File: src/rtl/outcfg_pkg.sv
package outcfg_pkg;
  localparam int BYTE_W    = 8;
  localparam int NUM_STEPS = 26;
  localparam int IDX_W     = $clog2(NUM_STEPS + 1);

  typedef enum logic [1:0] {ST_SKIP, ST_WRITE, ST_PAUSE, ST_END} stepkind_t;

  function automatic logic combo_bad(input logic [1:0] lane, input logic [1:0] res,
                                     input logic [1:0] dec);
    return (dec == 2'd3) || (lane == 2'd0 && res[1]);
  endfunction
endpackage

File: src/rtl/outcfg_step.sv
module outcfg_step
  import outcfg_pkg::*;
#(
  parameter int NCO_W = 32
) (
  input  logic [IDX_W-1:0]  idx,
  input  logic [1:0]        lane,
  input  logic [1:0]        res,
  input  logic [1:0]        dec,
  input  logic [BYTE_W-1:0] dcfg,
  input  logic [NCO_W-1:0]  nco,
  input  logic [6:0]        gain,
  output stepkind_t         kind,
  output logic [BYTE_W-1:0] addr,
  output logic [BYTE_W-1:0] data
);
  logic serial, cpx, anydec, pat_en;
  logic [BYTE_W-1:0] bitmap, fclk, opq, ncob;
  logic [19:0] pat;
  logic [1:0]  k;

  always_comb begin
    serial = (lane != 2'd0);
    cpx    = (dec == 2'd2);
    anydec = (dec == 2'd1) || cpx;
    unique case (lane)
      2'd0:    bitmap = res[0] ? 8'h4B : 8'hA9;
      2'd1:    bitmap = res[0] ? 8'h4B : 8'h2B;
      2'd2:    bitmap = 8'h6C;
      default: bitmap = 8'h8D;
    endcase
    fclk = {cpx && (lane != 2'd3), 2'b00, !cpx && (lane == 2'd1), 3'b000, cpx && (lane == 2'd3)};
    pat_en = ((dec == 2'd1) && lane == 2'd2) || (cpx && (lane == 2'd1 || lane == 2'd2));
    if (cpx) pat = 20'hFFFFF;
    else begin
      unique case (res)
        2'd0:    pat = 20'hFE000;
        2'd1:    pat = 20'hFF000;
        2'd2:    pat = 20'hFF800;
        default: pat = 20'hFFC00;
      endcase
    end
    opq = 8'h00;
    if (cpx) begin
      unique case (lane)
        2'd1:    opq = 8'h10;
        2'd2:    opq = 8'h08;
        2'd3:    opq = 8'h18;
        default: opq = 8'h00;
      endcase
    end
    k    = 2'(idx - IDX_W'(13));
    if (idx >= IDX_W'(17)) k = 2'(idx - IDX_W'(17));
    ncob = BYTE_W'(nco >> {k, 3'b000});
  end

  always_comb begin
    kind = ST_WRITE;
    addr = '0;
    data = '0;
    case (idx) inside
      5'd0:  begin addr = 8'h07; data = bitmap; end
      5'd1:  begin addr = 8'h13; data = 8'h01; end
      5'd2:  kind = ST_PAUSE;
      5'd3:  begin addr = 8'h13; data = 8'h00; end
      5'd4:  begin addr = 8'h18; data = 8'h10; if (!serial) kind = ST_SKIP; end
      5'd5:  begin addr = 8'h19; data = fclk;  if (!serial) kind = ST_SKIP; end
      5'd6:  begin addr = 8'h1B; data = {2'b00, res, 3'b000}; end
      5'd7:  begin addr = 8'h1F; data = 8'h50; if (!serial) kind = ST_SKIP; end
      5'd8:  begin addr = 8'h20; data = pat[7:0];  if (!pat_en) kind = ST_SKIP; end
      5'd9:  begin addr = 8'h21; data = pat[15:8]; if (!pat_en) kind = ST_SKIP; end
      5'd10: begin addr = 8'h22; data = {4'b0000, pat[19:16]}; if (!pat_en) kind = ST_SKIP; end
      5'd11: begin addr = 8'h24; data = {7'b0, anydec}; end
      5'd12: begin addr = 8'h25; data = dcfg; end
      [5'd13:5'd16]: begin addr = 8'h2A + 8'(k); data = ncob; if (!cpx) kind = ST_SKIP; end
      [5'd17:5'd20]: begin addr = 8'h31 + 8'(k); data = ncob; if (!cpx) kind = ST_SKIP; end
      5'd21: begin addr = 8'h27; data = opq; if (!anydec) kind = ST_SKIP; end
      5'd22: begin addr = 8'h2E; data = opq; if (!anydec) kind = ST_SKIP; end
      5'd23: begin addr = 8'h26; data = {gain, 1'b0}; end
      5'd24: begin addr = 8'h26; data = {gain, 1'b1}; end
      5'd25: begin addr = 8'h26; data = {gain, 1'b0}; end
      default: kind = ST_END;
    endcase
  end
endmodule

File: src/rtl/outcfg_timer.sv
module outcfg_timer #(
  parameter longint unsigned CYCLES = 100000
) (
  input  logic clk,
  input  logic rst,
  input  logic load,
  output logic expired
);
  localparam int CW = $clog2(CYCLES + 1);
  logic [CW-1:0] cnt;
  logic          run;

  always_ff @(posedge clk) begin
    if (rst) begin
      cnt <= '0;
      run <= 1'b0;
    end else if (load) begin
      cnt <= CW'(CYCLES - 1);
      run <= 1'b1;
    end else if (run) begin
      if (cnt == '0) run <= 1'b0;
      else cnt <= cnt - 1'b1;
    end
  end

  assign expired = run && (cnt == '0);

  assert_load_runs_R3: assert property (@(posedge clk) disable iff (rst)
    load |=> run && !expired || (CYCLES == 1));
endmodule

File: src/rtl/adc_outcfg_seq.sv
module adc_outcfg_seq
  import outcfg_pkg::*;
#(
  parameter longint unsigned CLK_FREQ_HZ = 100000000,
  parameter longint unsigned WAIT_US     = 1000,
  parameter int              NCO_W       = 32
) (
  input  logic              clk,
  input  logic              rst,
  input  logic              start,
  input  logic [1:0]        lane_mode,
  input  logic [1:0]        res_code,
  input  logic [1:0]        dec_mode,
  input  logic [BYTE_W-1:0] dec_cfg,
  input  logic [NCO_W-1:0]  nco_word,
  input  logic [6:0]        mix_gain,
  output logic              wr_req,
  output logic [BYTE_W-1:0] wr_addr,
  output logic [BYTE_W-1:0] wr_data,
  input  logic              wr_ack,
  output logic              busy,
  output logic              done,
  output logic              cfg_err
);
  localparam longint unsigned RAW_CYC  = (CLK_FREQ_HZ * WAIT_US) / 64'd1000000;
  localparam longint unsigned WAIT_CYC = (RAW_CYC == 0) ? 64'd1 : RAW_CYC;

  typedef enum logic [1:0] {S_IDLE, S_NEXT, S_REQ, S_WAIT} state_t;
  state_t st;

  logic [IDX_W-1:0]  idx;
  logic [1:0]        lane_q, res_q, dec_q;
  logic [BYTE_W-1:0] dcfg_q;
  logic [NCO_W-1:0]  nco_q;
  logic [6:0]        gain_q;
  stepkind_t         kind;
  logic [BYTE_W-1:0] s_addr, s_data;
  logic              tmr_load, tmr_exp;

  outcfg_step #(.NCO_W(NCO_W)) u_step (
    .idx(idx), .lane(lane_q), .res(res_q), .dec(dec_q), .dcfg(dcfg_q),
    .nco(nco_q), .gain(gain_q), .kind(kind), .addr(s_addr), .data(s_data)
  );

  assign tmr_load = (st == S_NEXT) && (kind == ST_PAUSE);

  outcfg_timer #(.CYCLES(WAIT_CYC)) u_timer (
    .clk(clk), .rst(rst), .load(tmr_load), .expired(tmr_exp)
  );

  always_ff @(posedge clk) begin
    if (rst) begin
      st      <= S_IDLE;
      idx     <= '0;
      wr_req  <= 1'b0;
      wr_addr <= '0;
      wr_data <= '0;
      busy    <= 1'b0;
      done    <= 1'b0;
      cfg_err <= 1'b0;
      lane_q  <= '0;
      res_q   <= '0;
      dec_q   <= '0;
      dcfg_q  <= '0;
      nco_q   <= '0;
      gain_q  <= '0;
    end else begin
      unique case (st)
        S_IDLE: if (start) begin
          lane_q <= lane_mode;
          res_q  <= res_code;
          dec_q  <= dec_mode;
          dcfg_q <= dec_cfg;
          nco_q  <= nco_word;
          gain_q <= mix_gain;
          done   <= 1'b0;
          idx    <= '0;
          if (combo_bad(lane_mode, res_code, dec_mode)) begin
            cfg_err <= 1'b1;
          end else begin
            cfg_err <= 1'b0;
            busy    <= 1'b1;
            st      <= S_NEXT;
          end
        end
        S_NEXT: begin
          unique case (kind)
            ST_END: begin
              busy <= 1'b0;
              done <= 1'b1;
              st   <= S_IDLE;
            end
            ST_PAUSE: st  <= S_WAIT;
            ST_SKIP:  idx <= idx + 1'b1;
            default: begin
              wr_addr <= s_addr;
              wr_data <= s_data;
              wr_req  <= 1'b1;
              st      <= S_REQ;
            end
          endcase
        end
        S_REQ: if (wr_ack) begin
          wr_req <= 1'b0;
          idx    <= idx + 1'b1;
          st     <= S_NEXT;
        end
        default: if (tmr_exp) begin
          idx <= idx + 1'b1;
          st  <= S_NEXT;
        end
      endcase
    end
  end

  assert_hold_req_R12: assert property (@(posedge clk) disable iff (rst)
    wr_req && !wr_ack |=> wr_req && $stable(wr_addr) && $stable(wr_data));
  assert_drop_after_ack_R12: assert property (@(posedge clk) disable iff (rst)
    wr_req && wr_ack |=> !wr_req);
  assert_err_silent_R1: assert property (@(posedge clk) disable iff (rst)
    cfg_err |-> !wr_req && !busy);
  assert_done_idle_R11: assert property (@(posedge clk) disable iff (rst)
    done |-> !busy && !wr_req);
  assert_quiet_pause_R3: assert property (@(posedge clk) disable iff (rst)
    (st == S_WAIT) |-> !wr_req);
  assert_busy_hold_R13: assert property (@(posedge clk) disable iff (rst)
    busy && start |=> busy || done);
endmodule

File: config.mk
export PLATFORM = sky130hd
export DESIGN_NAME = adc_outcfg_seq
export DESIGN_NICKNAME = d
export VERILOG_FILES = /design/src/rtl/outcfg_pkg.sv /design/src/rtl/outcfg_step.sv /design/src/rtl/outcfg_timer.sv /design/src/rtl/adc_outcfg_seq.sv
export SDC_FILE = /design/constraint.sdc
export NUM_CORES = 1
export LEC_CHECK = 0
export BUFFER_PORTS_ARGS = -buffer_cell sky130_fd_sc_hd__buf_2
export CAP_MARGIN = 25
export CORE_MARGIN = 3
export CORE_UTILIZATION = 40
export DETAILED_ROUTE_END_ITERATION = 16
export MAX_ROUTING_LAYER = met4
export PLACE_DENSITY = 0.56
export SYNTH_ARGS = -nofsm -noshare
export SYNTH_HDL_FRONTEND = slang
export SYNTH_SLANG_ARGS = --single-unit
File: constraint.sdc
create_clock -name clk -period 5.25 [get_ports clk]
set_input_delay 1.05 -clock clk [delete_from_list [all_inputs] [get_ports clk]]
set_output_delay 1.05 -clock clk [all_outputs]
set_load 0.05 [all_outputs]
Yosys cells after proc, flatten, opt, wreduce, memory -nomap -nowiden --
Index checks and enable logic that the tools add are counted.
Storage, ports and cells: flip-flop bits (word level) 98, input bits 57, output and inout port bits 20, word-level logic and storage cells 206
Operators by class: add/subtract/negate cells 6, order comparisons 4, equality and inequality tests 38, shift-type cells 1, multiplexer cells 100, bitwise operators 2, reductions and logical operators 38
Operators with widths (number):
- 2-to-1 mux 8 bit | 40
- 2-to-1 mux 17 bit | 3
- 2-to-1 mux 2 bit | 25
- case mux 13 bit (3 select lines) | 1
- right shift 32 x 5 -> 8 bit | 1
- case mux 5 bit (3 select lines) | 2
- == test 5 x 4 -> 1 bit, second input constant | 5
- == test 5 bit, second input constant | 5
- 2-to-1 mux 5 bit | 5
- case mux 8 bit (3 select lines) | 1
- == test 5 x 3 -> 1 bit, second input constant | 4
- zero test 17 bit | 1
- subtractor 17 x 1 -> 17 bit, second input constant | 1
- == test 2 bit, second input constant | 8
- 2-to-1 mux 1 bit | 15
- adder 6 x 2 -> 7 bit, first input constant | 2
- inequality test 2 bit, second input constant | 7
- 2-to-1 mux 13 bit | 1
- case mux 2 bit (3 select lines) | 2
- == test 5 x 2 -> 1 bit, second input constant | 2
- <= comparator 5 bit, second input constant | 2
- logical AND 1 bit | 10
- zero test 2 bit | 5
- == test 2 x 1 -> 1 bit, second input constant | 4
- other kinds (21) | 37

Logic depth before layout (Yosys ltp) --
Gate-level depths: netlist of run 1.
depth in word-level cells 25, depth in mapped cells 13, gate-level depth less buffers 9

By module --
From an unflattened synthesis of run 1, not the netlist that was laid out.
Second synthesis, totals: cells, all modules 736, area, all modules 5710.5 sq um
Modules (own cells, without submodules):
- adc_outcfg_seq | times used 1, cells an instance 363, area each 2910.3 sq um, sequential area each 1601.5 sq um
- outcfg_step | times used 1, cells an instance 264, area each 1813.0 sq um, sequential area each 0.0 sq um
- outcfg_timer | times used 1, cells an instance 109, area each 987.2 sq um, sequential area each 360.3 sq um

Worst setup path before layout of run 1 --
Ideal clock, no wire load.
kind reg2reg, from register idx[0], to register wr_data[3], library setup time 91 ps, data arrival time 3422 ps, data required time 5159 ps, slack 1737 ps, stages on the path, launching flop included 14, path buffers 4, period minus slack after synthesis 3513 ps, path through dfxtp_1 > buf_2 > clkbuf_1 > inv_1 > ha_1 > clkbuf_1 > nor2_1 > o21ai_0 > a32o_1 > or3_1 > o31ai_2 > buf_2 > nor2_1 > a311oi_1
On the way: word-level cells in the longest chain between the ends 25, elaborated cells on any way between the ends 74, classes of those cells add/sub (2); order compare (4); eq/ne (19); shift (1); mux (41); bitwise (1); reduce/logical (6)
RTL lines:
- from (decl) | line adc_outcfg_seq.sv:31 | logic [IDX_W-1:0] idx;
- from (signal assigned) | line adc_outcfg_seq.sv:94 | ST_SKIP: idx <= idx + 1'b1;
- from (signal assigned) | line adc_outcfg_seq.sv:105 | idx <= idx + 1'b1;
- from (signal assigned) | line adc_outcfg_seq.sv:109 | idx <= idx + 1'b1;
- == test 5 bit (no source line)
- 2-to-1 mux 2 bit (20 in a row) | line outcfg_step.sv:61 | case (idx) inside
- == test 2 bit or zero test 2 bit (tied branches) | line adc_outcfg_seq.sv:87 | unique case (kind)
- OR reduction 3 bit (no source line)
- NOT 1 bit (no source line)
- AND reduction 2 bit (no source line)
- to (signal assigned) | line adc_outcfg_seq.sv:97 | wr_data <= s_data;
- to (decl) | line adc_outcfg_seq.sv:19 | output logic [BYTE_W-1:0] wr_data,
Several ways; a longest one is shown, not always the timed one. A chain may end at the register's enable or synchronous reset.

Worst setup path after layout of run 1 --
from register idx[1], to register u_timer.cnt[7]
On the way: word-level cells in the longest chain between the ends 25, elaborated cells on any way between the ends 50, classes of those cells order compare (4); eq/ne (19); mux (21); reduce/logical (6)
RTL lines:
- == test 5 bit (no source line)
- 2-to-1 mux 2 bit (19 in a row) | line outcfg_step.sv:61
- 2-to-1 mux 2 bit * | line outcfg_step.sv:61
- == test 2 bit * | line adc_outcfg_seq.sv:45 | assign tmr_load = (st == S_NEXT) && (kind == ST_PAUSE);
- logical AND 1 bit * | line adc_outcfg_seq.sv:45
- inequality test 2 bit (no source line) or nonzero test 2 bit (tied branches)
- AND reduction 2 bit (no source line)
- to (signal assigned) | line outcfg_timer.sv:18 | cnt <= CW'(CYCLES - 1);
- to (signal assigned) | line outcfg_timer.sv:22 | else cnt <= cnt - 1'b1;
- to (decl) | line outcfg_timer.sv:10 | logic [CW-1:0] cnt;
Every way passes the cells marked *; elsewhere a longest branch is shown, timed or not.

==> metrics.cfg, run 1 <==
[run_status]
status = complete, no violations

[timing]
relSlewSlack_pct = 33.80
rsz0062_at_grt = no
drv_slew = 0
setup_viol = 0
fin_crit_sh_pct = 74.74
fmax_mhz = 254.9
finalSetupTns_ps = 0
worstMarginPinSlew_ps = 993.0
fin_skew_ps = 7.999
hold_violations = 0
min_period_ps = 3924

[floorplan]
core_mm2 = 0.01272
rows = 41
die_x_um = 120.5
io_pins = 77
die_h_um = 120.5
dieArea_mm2 = 0.01453
initial_utilization_pct = 41.25

[setup_path]
cp_common_cell = nor4_1
crit_path_start_kind = register
cp-end-kind = register
cp_num_buf_inv = 1
path_class = reg2reg
slowest_delay_ps = 800
arrival_ps = 4200
critPathMaxFanout = 20
cp_slowest_cell = nor4_1
cp_top_family = simple AND/OR/NAND/NOR gates
worstPathRequired_ps = 5530
cp_cell_sequence = inv_1 > ha_1 > nor4_1 > nor4b_1 > nor4_1 > o21a_1 > nand3_1 > a21oi_1

[global_route]
grt_pass1_vias = 4921
grt.total_usage_pct = 23.41
grt_overflow_total = 0
grt_first_pass_wirelength_um = 26050
antenna_found_initial = 0
grt_max_degree = 58

[route]
dr.first_iter.drc_count = 409
drc = 0
vias = 5048
wl_um = 16340
dr.pass1.iters = 5
avgRoutedWirePerCell_um = 18.06
ant_nets = 0
via_per_inst = 5.578

[synth]
synth_xor_area_share_pct = 2.337
ys_seq_area_share_pct = 36.62
synth.distinct_cells = 67
synth_area_mm2 = 0.005248
synthAdderAreaFrac_pct = 3.100
synth_compound_area_share_pct = 22.22
ys_seq_elements = 96
async_flop_share_pct = 0
synthCells = 684
synth_edf_count = 0
yosys.area_share.simple_pct = 26.06
syn_area_per_cell_um2 = 7.672
ys_warn_count = 0
synth.area.mux_share_pct = 4.602
synth_ff_type = dfxtp_1
synth_top_family_by_area = simple AND/OR/NAND/NOR gates

[placement]
place_congestion = 0.9446
placed_cells = 889
port_buffers = 74
dpl.hpwl_um = 12100

[final_layout]
finalNetCount = 798
num_antenna_cells = 0
instances_no_fill = 905
drive_above_1_share_pct = 17.19
num-fill-cells = 1317
area_growth_pct = 15.50
layout.area.seq_mm2 = 0.001922
multiInputGateArea_mm2 = 0.003078

[clock_tree]
h-tree-depth = 3
clock_latency_ps = 350
cts_tree = yes
clkTransAtPathRegs_ps = 70
cts_buffers = 9
hold_buffers = 0
cts-root-buf = clkbuf_16
cts_setup_buffers = 0
cts_buffer_depth = 2
clock_sinks = 96
cts_resized = 0

[worst_hold_path]
hold_path_class = reg2reg

[power_and_ir_drop]
ir_drop_mv = 0.1722
clkPwrFrac_pct = 37.1
p_sw_share_pct = 31.47
seq_power_share_pct = 40.3
comb_power_share_pct = 22.7
p_int_mw = 1.424
static-leakage-power_nw = 2.397
power_switching_mw = 0.6538
powerDensity_mw_per_mm2 = 342.8

[flow_run]
max-cap-violations = 0

==> state kept, by name, summed over array words and instances, names as in the netlist, 2 cells and up <==
name / flops
wr_addr: 6
dec_q: 2
gain_q: 7
nco_q: 32
dcfg_q: 8
u_timer.cnt: 17
wr_data: 8
idx: 5
lane_q: 2
st: 2
res_q: 2
==> final timing paths <==
path	from	end	slack, ps	cells after the start
min reg2reg	u_timer.cnt[16]	u_timer.cnt[16]	450	2
min	u_timer.cnt[16]	u_timer.cnt[16]	450	2
max reg2reg	idx[1]	u_timer.cnt[7]	1330	8
max	idx[1]	u_timer.cnt[7]	1330	8
==> worst min-delay path, stage by stage, from the launching register on <==
cell and delay, ps:
dfxtp_1 310, nand2_1 50, a21oi_1 50
==> per-stage QoR <==
stage | area, um^2 | setup WS [ps] | utilization, % | hold WS [ps] | total power, mW
6_report | 6061 | 1326 | 47.64 | 453.1 | 2.078
2_1_floorplan | 5251 | 1737 | - | 431.1 | 1.187
3_5_place_dp | 5709 | 1409 | 44.88 | 447.2 | 1.323
3_3_place_gp | 5709 | 1572 | 44.88 | 441.3 | 1.319
5_1_grt | 6061 | 1058 | 47.64 | 475.5 | 2.172
4_1_cts | 6061 | 1397 | 47.64 | 457.7 | 2.091
==> power groups by stage <==
stage / Combinational [mW] / Sequential, mW / Clock [mW]
2_1_floorplan: 0.275 / 0.913 / 0
3_3_place_gp: 0.469 / 0.851 / 0
3_5_place_dp: 0.470 / 0.854 / 0
4_1_cts: 0.471 / 0.837 / 0.782
5_1_grt: 0.515 / 0.845 / 0.812
6_report: 0.471 / 0.837 / 0.770
==> layout make-up <==
| class | instances | area share (%) |
|---|---|---|
| clock inverter | 6 | 1.858 |
| clock buffer | 10 | 3.943 |
| inverter | 15 | 0.9290 |
| tap | 172 | 3.551 |
| multi-input combinational | 523 | 50.78 |
| sequential | 96 | 31.71 |
| timing repair buffer | 83 | 7.225 |
==> per-layer routing <==
metal	up-vias	part of all wire [%]	global-route usage (%)
met5	-	0	-
met4	0	2.9	8.853
met3	27	4.8	4.116
met2	140	46	35.35
met1	2393	47	31.51
li1	2488	-	-
==> cell usage after synthesis (5+ instances only) <==
| cell | count | area [um^2] |
|---|---|---|
| buf_2 | 5 | 25.02 |
| inv_1 | 15 | 56.30 |
| o21ai_0 | 25 | 125.1 |
| nor3_1 | 13 | 65.06 |
| or2_2 | 7 | 43.79 |
| nor2_1 | 52 | 195.2 |
| mux2i_1 | 5 | 50.05 |
| or3_1 | 11 | 68.82 |
| nand2b_1 | 10 | 62.56 |
| a311oi_1 | 7 | 61.31 |
| o21a_1 | 7 | 52.55 |
| ha_1 | 13 | 162.7 |
| mux4_2 | 8 | 180.2 |
| and2_1 | 13 | 81.33 |
| nand2_1 | 143 | 536.8 |
| dfxtp_1 | 96 | 1922 |
| a211oi_1 | 5 | 37.54 |
| nand3_1 | 14 | 70.07 |
| xnor2_1 | 5 | 43.79 |
| xor2_1 | 9 | 78.83 |
| a31oi_1 | 6 | 37.54 |
| clkbuf_1 | 40 | 150.1 |
| nor4_1 | 5 | 31.28 |
| nor2b_1 | 5 | 31.28 |
| a21oi_1 | 93 | 465.5 |
==> cells in the final DEF (no fill, tap or decap), types with 6 or more instances in the layout <==
cell type | Yosys | routed
a311oi_1 | 7 | 7
o21a_1 | 7 | 7
nand2b_1 | 10 | 10
and2_1 | 13 | 12
nand2_1 | 143 | 143
ha_1 | 13 | 13
inv_1 | 15 | 15
nand3_1 | 14 | 14
mux4_2 | 8 | 8
a21oi_1 | 93 | 93
xor2_1 | 9 | 9
buf_4 | 2 | 9
nor2_1 | 52 | 52
dfxtp_1 | 96 | 96
or2_2 | 7 | 7
nor3_1 | 13 | 13
buf_2 | 5 | 74
clkbuf_16 | 0 | 9
or3_1 | 11 | 11
o21ai_0 | 25 | 25
a31oi_1 | 6 | 6
==> cells by family (layout without fill, tap and decap cells) <==
group,count (synthesis),in the layout
and+or+nand+nor,294,294
AOI/OAI and AO/OA,186,186
DFF,96,96
buffers and inverters,66,114
xor gates and xnor gates,14,14
muxes,14,14
adders and majority gates,13,13
other,1,2
No activity file was read; power rests on OpenSTA's default activity.
==> inputs of run 2 (changes only) <==
--- a/config.mk
+++ b/config.mk
@@ -5,6 +5,7 @@
 export SDC_FILE = /design/constraint.sdc
 export NUM_CORES = 1
 export LEC_CHECK = 0
+export ABC_AREA = 1
 export BUFFER_PORTS_ARGS = -buffer_cell sky130_fd_sc_hd__buf_2
 export CAP_MARGIN = 25
 export CORE_MARGIN = 3
==> constraint.sdc (replaced) <==
create_clock -name clk -period 4 [get_ports clk]
set_input_delay 0.8 -clock clk [delete_from_list [all_inputs] [get_ports clk]]
set_output_delay 0.8 -clock clk [all_outputs]
set_load 0.05 [all_outputs]
==> metrics.cfg, run 2 <==
[setup_path]
crit_path_start_kind = register
path_class = reg2reg
arrival_ps = 3200
r2r_cells = 17
rrSetupSlack_ps = 1050
r2r-end = wr_addr[1]
worstReg2RegStart = idx[0]
cp-end-kind = register
critPathMaxFanout = 18
worstPathRequired_ps = 4250
crit_start = idx[0]

[worst_hold_path]
holdCritStartpoint = wr_addr[3]
holdPathEnd = wr_addr[3]
hold_path_class = reg2reg
whs_path_depth = 2

[synth]
ys_seq_elements = 96
ys_seq_area_share_pct = 36.77
ys_warn_count = 0
synth_ff_type = dfxtp_1
yosys-top-cells-area = dfxtp_1 37%, nor2_1 12%, nand2_1 10%
syn_area_per_cell_um2 = 6.574
netlist.area_leader.share_pct = 36.77
synthCells = 795
synth.distinct_cells = 43
async_flop_share_pct = 0
yosys-top-cells-count = 166 x nor2_1, 139 x nand2_1, 96 x dfxtp_1
yosysMostFrequentCell = nor2_1
synth_area_mm2 = 0.005226
synth_edf_count = 0
yosys.area.top_type = dfxtp_1

[route]
avgRoutedWirePerCell_um = 14.73
wl_um = 15200
drc = 0
vias = 5184
ant_nets = 0
dr.pass1.iters = 5
dr.first_iter.drc_count = 383
via_per_inst = 5.023

[floorplan]
dieArea_mm2 = 0.01447
rows = 41
die_h_um = 120.3
io_pins = 77
die_x_um = 120.3
core_mm2 = 0.01272
initial_utilization_pct = 41.08

[global_route]
grt_first_pass_wirelength_um = 25030
grt_pass1_vias = 5040
grt.total_usage_pct = 22.13
antenna_found_initial = 0
grt_max_degree = 61
grt_overflow_total = 0

[clock_tree]
cts_resized = 0
cts_setup_buffers = 0
clkTransAtPathRegs_ps = 70
cts_buffers = 9
clock_latency_ps = 350
cts_buffer_depth = 2
cts_tree = yes
hold_buffers = 0
h-tree-depth = 3
cts-root-buf = clkbuf_16
clock_sinks = 96

[placement]
placed_cells = 1016
dpl.hpwl_um = 11880
post_dp_cell_area_mm2 = 0.005739
post-place-ws_ps = 1058
place_congestion = 0.9620
port_buffers = 74

[final_layout]
drive_above_1_share_pct = 15.47
largest-register = nco_q
final_cell_mix = 166 x nor2_1, 139 x nand2_1, 96 x dfxtp_1
finalNetCount = 925
num-fill-cells = 1394
layout.area.seq_mm2 = 0.001922
num_antenna_cells = 0
multiInputGateArea_mm2 = 0.002883
final_common_cell = nor2_1
area_growth_pct = 14.92
instances_no_fill = 1032
largest_register_ff_count = 32
top_regs = nco_q x32, u_timer.cnt x17
postLayoutCellArea_mm2 = 0.006006

[timing]
relSlewSlack_pct = 51.27
hold_violations = 0
setup_viol = 0
rsz0062_at_grt = no
min_period_ps = 2950
fin_skew_ps = 8.046
drv_slew = 0
fmax_mhz = 339.0
fin_crit_sh_pct = 73.75
fin_ws_ps = 1050
finalSetupTns_ps = 0
worstMarginPinSlew_ps = 730.1

[flow_run]
max-cap-violations = 0

[power_and_ir_drop]
powerDensity_mw_per_mm2 = 602.3
ir_drop_mv = 0.2627
static-leakage-power_nw = 2.758

[run_status]
status = complete, no violations

==> run 2: area by class of cell <==
type,count,area share (%)
clock buffers,11,3.875
inverters,73,4.604
repair buffers,81,7.375
clock inverters,5,0.5625
well taps,172,3.583
multi-input cells,594,48.00
flip-flops and latches,96,32.00
==> run 2: through the flow <==
| step | utilization (%) | total power [mW] | hold slack [ps] |
|---|---|---|---|
| 6_report | 47.21 | 3.617 | 463.0 |
| 2_1_floorplan | - | 2.454 | 424.6 |
| 3_5_place_dp | 45.11 | 2.852 | 454.6 |
| 3_3_place_gp | 44.90 | 2.839 | 452.9 |
| 4_1_cts | 47.21 | 3.649 | 465.3 |
| 5_1_grt | 47.21 | 3.898 | 487.3 |
==> run 2: worst max path at each step <==
stage	endpoint	slack, ps	cells after the start
after floorplan	wr_data[2]	1480	17
after CTS	wr_addr[1]	1060	17
after detailed placement	wr_addr[1]	1060	17
after global placement	wr_addr[1]	1110	17
after global routing	wr_addr[0]	720	17
final	wr_addr[1]	1050	17
==> run 2: worst max-delay path: stages (launching register included) <==
cell and delay, ps:
dfxtp_1 380, inv_1 420, ha_1 310, nand2_1 70, nor2_1 220, a21oi_4 70, nand2_2 200, nand2_1 70
nand3_1 110, nand2_1 70, nand2_1 70, nand3_2 90, nand2_2 110, nand3_4 190, inv_4 220, nand2_1 90
nor2_1 100, nor2_1 50
==> run 2: kinds of logic after synthesis <==
family | after synthesis | share of synthesized area [%]
buf+inv | 106 | 8.140
flops | 96 | 36.77
other cells | 1 | 0.07175
fa+ha+maj | 13 | 3.112
simple gates | 399 | 32.94
xor+xnor | 9 | 1.508
compound gates | 171 | 17.45
==> run 2: metal layers <==
metal / routed length (um) / GRT usage (%) / up-vias
li1: - / - / 2696
met1: 7470 / 29.31 / 2353
met2: 6871 / 34.00 / 115
met3: 519 / 3.882 / 20
met4: 341 / 8.428 / 0
met5: 0 / - / -
==> run 2: where the power goes <==
part	switching [mW]	internal [mW]	total [mW]
Clock	0.371	0.421	0.792
Combinational	1.04	0.425	1.46
Sequential	0.163	1.20	1.36
==> inputs of run 3 (changes only) <==
==> constraint.sdc (replaced) <==
create_clock -name clk -period 2.95 [get_ports clk]
set_input_delay 0.59 -clock clk [delete_from_list [all_inputs] [get_ports clk]]
set_output_delay 0.59 -clock clk [all_outputs]
set_load 0.05 [all_outputs]
==> metrics.cfg, run 3 (same netlist as run 2, synthesis figures left out) <==
[final_layout]
postLayoutCellArea_mm2 = 0.006047
final_cell_mix = 165 x nor2_1, 139 x nand2_1, 96 x dfxtp_1
area_growth_pct = 15.71
instances_no_fill = 1038
largest-register = nco_q
num-fill-cells = 1387
final_common_cell = nor2_1
num_antenna_cells = 0
top_regs = nco_q x32, u_timer.cnt x17
finalNetCount = 931
drive_above_1_share_pct = 16.40
fin_util_pct = 47.53
largest_register_ff_count = 32

[global_route]
grt_first_pass_wirelength_um = 24800
grt_pass1_vias = 5137
grt.total_usage_pct = 22.00
antenna_found_initial = 0
grt_max_degree = 55
grt_overflow_total = 0

[clock_tree]
cts_buffers = 9
cts_buffer_depth = 2
h-tree-depth = 3
clock_sinks = 96
clock_latency_ps = 350
clkTransAtPathRegs_ps = 70
cts_tree = yes
cts-root-buf = clkbuf_16

[timing]
hold_violations = 0
rsz0062_at_grt = no
whs_ps = 464.7
fin_crit_sh_pct = 90.49
min_period_ps = 2669
fin_skew_ps = 5.359
setup_viol = 0
relSlewSlack_pct = 53.53
drv_slew = 0
fin_ws_ps = 280.6
worstMarginPinSlew_ps = 694.5
fmax_mhz = 374.6
finalSetupTns_ps = 0

[worst_hold_path]
hold_path_class = reg2reg

[placement]
placed_cells = 1022
post_dp_cell_area_mm2 = 0.005764
place_congestion = 0.9759
port_buffers = 74
post-place-ws_ps = 313.7
dpl.hpwl_um = 11680

[power_and_ir_drop]
p_total_mw = 4.969
ir_drop_mv = 0.3670
powerDensity_mw_per_mm2 = 821.7
static-leakage-power_nw = 2.791

[floorplan]
io_pins = 77
die_x_um = 120.3
die_h_um = 120.3
core_mm2 = 0.01272
initial_utilization_pct = 41.08
rows = 41
dieArea_mm2 = 0.01447

[setup_path]
critPathMaxFanout = 12
worstPathRequired_ps = 3200
crit_path_start_kind = register
arrival_ps = 2920
cp-end-kind = register
cp_cell_sequence = inv_1 > ha_1 > inv_1 > nand2_1 > a21oi_4 > nand2_2 > nand2_1 > nand3_1 > nand2_1 > a21boi_1 > nand2_1 > nand2_1 > nor2_1 > xor2_1 > nor2_1
slowest_delay_ps = 400
cp_common_cell = nand2_1
path_class = reg2reg
cp_top_family = simple AND/OR/NAND/NOR gates
rrSetupSlack_ps = 280
cp_slowest_cell = dfxtp_1
cp_num_buf_inv = 2

[route]
dr.first_iter.drc_count = 331
ant_nets = 0
vias = 5280
avgRoutedWirePerCell_um = 14.53
drc = 0
dr.pass1.iters = 5
wl_um = 15080
via_per_inst = 5.087

[flow_run]
max-cap-violations = 0

[run_status]
status = complete, no violations

[run 3: cell type report]
class	instances	area (um^2)	share of cell area, %
repair buffers	87	467.9	7.738
multi-input cells	594	2885	47.71
clock inverters	7	55.05	0.9104
flip-flops and latches	96	1922	31.78
inverters	73	276.5	4.573
clock buffers	9	225.2	3.724
well taps	172	215.2	3.559
[run 3: worst paths after layout]
check,from,depth (start not counted),endpoint
max,idx[1],15,idx[2]
min,wr_req,2,wr_req
max reg2reg,idx[1],15,idx[2]
min reg2reg,wr_req,2,wr_req
[run 3: timing repair]
item | 4_1_cts | 5_1_grt
setup buffers | 0 | 0
gates resized for setup | 0 | 1
setup endpoints to repair | 0 | 1
hold buffers | 0 | 0
[run 3: worst reg2reg max path, delay by kind of cell (launching register included)]
kind                     cells  cell delay, ps
AND/OR/NAND/NOR              9            1140
flip-flops                   1             400
AO/OA/AOI/OAI                2             300
buffers and inverters        2             290
adder cells (fa/ha/maj)      1             280
XOR/XNOR                     1             180
[run 3: power breakdown]
part	switching (mW)	internal, mW	leakage [nW]
sequential	0.194	1.62	0.788
clock	0.536	0.580	0.138
combinational	1.44	0.590	1.87
[run 3: routing by layer]
metal	part of all wire [%]	up-vias	global-route usage, %
li1	-	2703	-
met1	45	2395	27.42
met2	47	152	35.41
met3	4.3	30	3.601
met4	3.0	0	9.632
met5	0	-	-
